--- src/rtl/ssc_pkg.sv ---
package ssc_pkg;
  // strobes from the sweep control to the word datapath
  typedef struct packed {
    logic active;   // sweep is running this cycle
    logic loadCfg;  // capture settings and span at the coming edge
  } ssc_ctl_t;
endpackage

--- src/rtl/ssc_sweep_ctl.sv ---
module ssc_sweep_ctl
  import ssc_pkg::*;
#(
  parameter int SLOW_L = 5,
  parameter int FAST_L = 3,
  localparam int PH_W = SLOW_L + 2,
  localparam int SH_W = $clog2(SLOW_L + 1)
) (
  input  logic            clk,
  input  logic            rst_n,
  input  logic            pwrDnN,
  input  logic            spreadEn,
  input  logic            rateSel,
  output ssc_ctl_t        ctl,
  output logic            periodStart,
  output logic [PH_W-1:0] triPos,
  output logic [SH_W-1:0] shiftL
);
  localparam logic [PH_W-1:0] HALF_SLOW = PH_W'(1) << SLOW_L;
  localparam logic [PH_W-1:0] HALF_FAST = PH_W'(1) << FAST_L;

  logic            rateQ;
  logic [PH_W-1:0] phQ, phNext, halfCur, halfIn, fullCur;
  logic            active, lastCyc;

  always_comb begin
    halfCur = rateQ ? HALF_FAST : HALF_SLOW;
    halfIn  = rateSel ? HALF_FAST : HALF_SLOW;
    fullCur = halfCur << 1;
    active  = pwrDnN & spreadEn;
    lastCyc = active && (phQ == fullCur - PH_W'(1));
  end

  // next phase: power-down parks at the low point, disable parks mid-span
  always_comb begin
    if (!pwrDnN)        phNext = '0;
    else if (!spreadEn) phNext = halfIn >> 1;
    else if (lastCyc)   phNext = '0;
    else                phNext = phQ + PH_W'(1);
  end

  always_ff @(posedge clk or negedge rst_n) begin
    if (!rst_n) begin
      phQ   <= '0;
      rateQ <= 1'b0;
    end else begin
      phQ <= phNext;
      if (ctl.loadCfg) rateQ <= rateSel;
    end
  end

  always_comb begin
    ctl.active  = active;
    ctl.loadCfg = !active || lastCyc;
    periodStart = active && (phQ == '0);
    triPos      = (phQ <= halfCur) ? phQ : (fullCur - phQ);
    shiftL      = rateQ ? SH_W'(FAST_L) : SH_W'(SLOW_L);
  end
endmodule

--- src/rtl/ssc_fcw_path.sv ---
module ssc_fcw_path
  import ssc_pkg::*;
#(
  parameter int FCW_W  = 32,
  parameter int AMP_W  = 4,
  parameter int STEP_Q = 164,
  parameter int FRAC_W = 16,
  parameter int PH_W   = 7,
  parameter int SH_W   = 3
) (
  input  logic             clk,
  input  logic             rst_n,
  input  logic             pwrDnN,
  input  ssc_ctl_t         ctl,
  input  logic             downMode,
  input  logic [AMP_W-1:0] ampCode,
  input  logic [FCW_W-1:0] fcwNom,
  input  logic [PH_W-1:0]  triPos,
  input  logic [SH_W-1:0]  shiftL,
  output logic [FCW_W-1:0] fcwMod,
  output logic             ncoClk
);
  localparam int STEP_W = $clog2(STEP_Q + 1);
  localparam int PROD_W = FCW_W + AMP_W + 1 + STEP_W;
  localparam int OFF_W  = FCW_W + PH_W;

  logic [PROD_W-1:0] spanProd;
  logic [FCW_W-1:0]  spanNext, spanQ, base, offset;
  logic [OFF_W-1:0]  offProd;
  logic              downQ;
  logic [FCW_W-1:0]  accQ;

  // span of the coming sweep: nominal times depth fraction
  always_comb begin
    spanProd = PROD_W'(fcwNom)
             * PROD_W'({1'b0, ampCode} + (AMP_W + 1)'(1))
             * PROD_W'(STEP_Q);
    spanNext = FCW_W'(spanProd >> FRAC_W);
  end

  always_ff @(posedge clk or negedge rst_n) begin
    if (!rst_n) begin
      spanQ <= '0;
      downQ <= 1'b0;
    end else if (ctl.loadCfg) begin
      spanQ <= spanNext;
      downQ <= downMode;
    end
  end

  always_comb begin
    offProd = OFF_W'(spanQ) * OFF_W'(triPos);
    offset  = FCW_W'(offProd >> shiftL);
    base    = downQ ? (fcwNom - spanQ) : (fcwNom - (spanQ >> 1));
    fcwMod  = ctl.active ? (base + offset) : fcwNom;
  end

  // phase accumulator; cleared and frozen in power-down
  always_ff @(posedge clk or negedge rst_n) begin
    if (!rst_n)       accQ <= '0;
    else if (!pwrDnN) accQ <= '0;
    else              accQ <= accQ + fcwMod;
  end

  assign ncoClk = accQ[FCW_W-1] & pwrDnN;
endmodule

--- src/rtl/ssc_modulator.sv ---
module ssc_modulator
  import ssc_pkg::*;
#(
  parameter int FCW_W          = 32,
  parameter int AMP_W          = 4,
  parameter int SLOW_HALF_LOG2 = 5,
  parameter int FAST_HALF_LOG2 = 3,
  parameter int STEP_Q         = 164,
  parameter int FRAC_W         = 16
) (
  input  logic             clk,
  input  logic             rst_n,
  input  logic             pwrDnN,
  input  logic             spreadEn,
  input  logic             downMode,
  input  logic [AMP_W-1:0] ampCode,
  input  logic             rateSel,
  input  logic [FCW_W-1:0] fcwNom,
  output logic [FCW_W-1:0] fcwMod,
  output logic             periodStrobe,
  output logic             ncoClk
);
  localparam int PH_W = SLOW_HALF_LOG2 + 2;
  localparam int SH_W = $clog2(SLOW_HALF_LOG2 + 1);

  ssc_ctl_t        ctl;
  logic [PH_W-1:0] triPos;
  logic [SH_W-1:0] shiftL;

  ssc_sweep_ctl #(
    .SLOW_L(SLOW_HALF_LOG2),
    .FAST_L(FAST_HALF_LOG2)
  ) uCtl (
    .clk(clk), .rst_n(rst_n), .pwrDnN(pwrDnN), .spreadEn(spreadEn),
    .rateSel(rateSel), .ctl(ctl), .periodStart(periodStrobe),
    .triPos(triPos), .shiftL(shiftL)
  );

  ssc_fcw_path #(
    .FCW_W(FCW_W), .AMP_W(AMP_W), .STEP_Q(STEP_Q), .FRAC_W(FRAC_W),
    .PH_W(PH_W), .SH_W(SH_W)
  ) uPath (
    .clk(clk), .rst_n(rst_n), .pwrDnN(pwrDnN), .ctl(ctl),
    .downMode(downMode), .ampCode(ampCode), .fcwNom(fcwNom),
    .triPos(triPos), .shiftL(shiftL), .fcwMod(fcwMod), .ncoClk(ncoClk)
  );
endmodule

--- config.mk ---
export PLATFORM = sky130hd
export DESIGN_NAME = ssc_modulator
export DESIGN_NICKNAME = d
export VERILOG_FILES = /design/src/rtl/ssc_pkg.sv /design/src/rtl/ssc_sweep_ctl.sv /design/src/rtl/ssc_fcw_path.sv /design/src/rtl/ssc_modulator.sv
export SDC_FILE = /design/constraint.sdc
export NUM_CORES = 1
export LEC_CHECK = 0
export BUFFER_PORTS_ARGS = -buffer_cell sky130_fd_sc_hd__buf_2
export CAP_MARGIN = 10
export CORE_ASPECT_RATIO = 2
export CORE_MARGIN = 2
export CORE_UTILIZATION = 40
export CTS_BUF_LIST = sky130_fd_sc_hd__clkbuf_8
export CTS_CLUSTER_SIZE = 12
export DETAILED_ROUTE_END_ITERATION = 10
export PLACE_DENSITY_LB_ADDON = 0.3
export SETUP_SLACK_MARGIN = 0.05
export SYNTH_ARGS = -nofsm -noshare
export SYNTH_HDL_FRONTEND = slang
export SYNTH_SLANG_ARGS = --single-unit
--- constraint.sdc ---
create_clock -name clk -period 32.2 [get_ports clk]
set_clock_uncertainty 0.1 [all_clocks]
set_input_delay 1.61 -clock clk [delete_from_list [all_inputs] [get_ports clk]]
set_output_delay 1.61 -clock clk [all_outputs]
set_load 0.03 [all_outputs]
==> results.cfg <==
[floorplan]
die_w_um = 171
initial_core_util_pct = 40.5
fp-row-count = 122
dieArea_um2 = 58000
io_pins = 76
die_y_um = 339
core_um2 = 55300

[critical_path]
end_kind = output pin
path_max_fanout = 29
critical_path_class = flip-flop to output pin
cp-start-kind = flip-flop
cp.required_ps = 30490
crit_path_top_delay_cell = o21ai_0
path_buf_inv = 6
worstPathArrival_ps = 10860
cp_top_family = adder cells
slowest_delay_ps = 870

[sta]
grt_setup_unrepaired = no
slew_headroom_pct = 18.4
hold_ws_ps = 516
drv_slew = 0
worst_slack_ps = 19630
hold_viol_final = 0
worst_pin_slew_ps = 1210
setup_viol = 0
fmax_mhz = 79.5
fin_crit_sh_pct = 39.0
finalCriticalPeriod_ps = 12570
final.setup.tns_ps = 0

[logic_synthesis]
synth.distinct_cells = 89
ys_ff_latch = 70
yosysMostFrequentCell = nand2_1
yosys_warnings = 0
synth_area_leaders = fa_1 (23%), ha_1 (18%), dfrtp_1 (7.8%)
yosys-top-cells-count = nand2_1 (324), ha_1 (317), inv_1 (309)
ys_async_sr_fraction_pct = 100
synth-simple-area-share_pct = 18.4
synth.top_cell.area_share_pct = 23.2
synth-compound-area-share_pct = 16.7
synth_top_family_by_area = adder cells
yosysTopAreaCell = fa_1
synth_adder_area_share_pct = 40.9
synthesis.area_um2 = 22400
syn_inst = 2695
syn_avg_cell_area_um2 = 8.30
synth.area.mux_share_pct = 2.67
seq_area_frac_synth_pct = 7.83
synth_xor_area_share_pct = 6.55
synth_edf_count = 0
synth_flop_cell = dfrtp_1
syn_nets = 3313

[detailed_routing]
avgRoutedWirePerCell_um = 19.6
ant_nets = 0
drt-total-wl_um = 67700
drt_iter0_markers = 686
first_pass_iters = 5
drc = 0
via_count = 19225
post_drt_via_cell_ratio = 5.58

[layout]
area_growth_pct = 6.14
layout.nets = 3310
drive_gt1_share_pct = 6.19
postLayoutCoreUtil_pct = 43.0

[min_path]
min_path_type = flip-flop to flip-flop

[flow_run]
cap_violations = 0

[clock_network]
cts_setup_buffers = 0
clock_latency_ps = 430
numCtsBuffers = 9
cts-resized-gates = 0
cts_sinks = 70
cts.path.max_buffers = 2
clkTransAtPathRegs_ps = 90
cts_tree = built
holdBufCountCts = 0
cts_max_level = 3
cts-root-buf = clkbuf_8

[placed_design]
port_buffers = 75
pre_cts_ws_ps = 20190
gp_congestion = 0.936
dp_hpwl_um = 56800

[global_route]
first_global_vias = 20922
grt_use_total_pct = 24.2
antenna_found_initial = 1
grt_max_degree = 65
grt_pass1_wl_um = 110000
gr-total-overflow = 0

[outcome]
status = completed
-- placed cells by master, fill, tap and decap left out, types with 8 or more instances in the layout --
master / Yosys / layout
and2_1: 157 / 157
a21o_1: 90 / 90
inv_1: 309 / 309
o211ai_1: 11 / 11
o21a_1: 20 / 20
xor2_1: 70 / 68
and3_1: 18 / 18
nor3_1: 29 / 29
nand2_1: 324 / 323
a211oi_1: 13 / 13
o21ai_0: 149 / 148
nor3b_1: 10 / 10
xnor2_1: 93 / 90
a21oi_1: 151 / 150
nor2_1: 114 / 114
a31oi_1: 20 / 20
mux2_2: 20 / 20
nand3_1: 24 / 24
dfrtp_1: 70 / 70
nor2b_1: 72 / 72
clkbuf_8: 0 / 9
nand2b_1: 32 / 32
mux2i_1: 36 / 35
o21ai_1: 10 / 11
fa_1: 259 / 259
buf_4: 0 / 17
nand4_1: 17 / 17
o31ai_1: 11 / 11
buf_2: 2 / 74
a21boi_0: 8 / 8
o21bai_1: 26 / 26
ha_1: 317 / 317
-- per-layer routing --
metal | vias up | GRT usage (%) | wire length [um]
met5 | - | 0 | 0
met4 | 0 | 13.9 | 4270
met3 | 199 | 1.83 | 1770
met2 | 446 | 47.2 | 37600
met1 | 9584 | 24.5 | 24000
li1 | 8996 | - | -
-- sequential cells by signal (all words and copies together), names as in the netlist --
signal,cells
uCtl.rateQ,1
uPath.spanQ,29
uPath.accQ,32
uCtl.phQ,7
uPath.downQ,1
-- worst paths after layout --
kind,startpoint,to,slack [ps],depth (start not counted)
max reg2reg,uCtl.phQ[3],uPath.accQ[31],19940,43
max,uCtl.phQ[3],fcwMod[24],19630,34
min reg2reg,uPath.accQ[0],uPath.accQ[0],520,2
max in group asynchronous,rst_n,uPath.downQ,29970,2
min in group asynchronous,rst_n,uPath.accQ[2],930,1
min,uPath.accQ[0],uPath.accQ[0],520,2
-- through the flow --
step                      instance area, um2  cells
final                                  23800   3444
after floorplan                        22400   2695
after global routing                   23800   3442
after global placement                 23500   3425
after CTS                              23700   3441
after detailed placement               23500   3425
-- worst reg2reg max path, delay by kind of cell (launching register included) --
family / cells / cell delay, ps
buffers and inverters: 5 / 710
and+or+nand+nor: 16 / 3330
xor gates and xnor gates: 2 / 300
DFF: 1 / 410
adders and majority gates: 8 / 3580
AOI/OAI and AO/OA: 9 / 3160
muxes: 3 / 590
-- kinds of logic (layout without fill, tap and decap cells) --
logic type	Yosys count	count (layout)
and+or+nand+nor	833	833
AOI/OAI and AO/OA	580	580
adders and majority gates	576	576
buffers and inverters	414	416
xor gates and xnor gates	165	165
DFF	70	70
muxes	57	57
other	0	3
-- area by class of cell --
cell class	instances	area [um2]
diodes	3	7.51
inverters	309	1160
multi-input cells	2211	19100
well taps	744	931
repair buffers	91	498
fillers	5757	31500
clock inverters	7	145
flip-flops and latches	70	1750
clock buffers	9	124
Power is left out: the tool's default activity adds up to more than one toggle a clock period on the data nets, which glitch-free logic cannot reach.
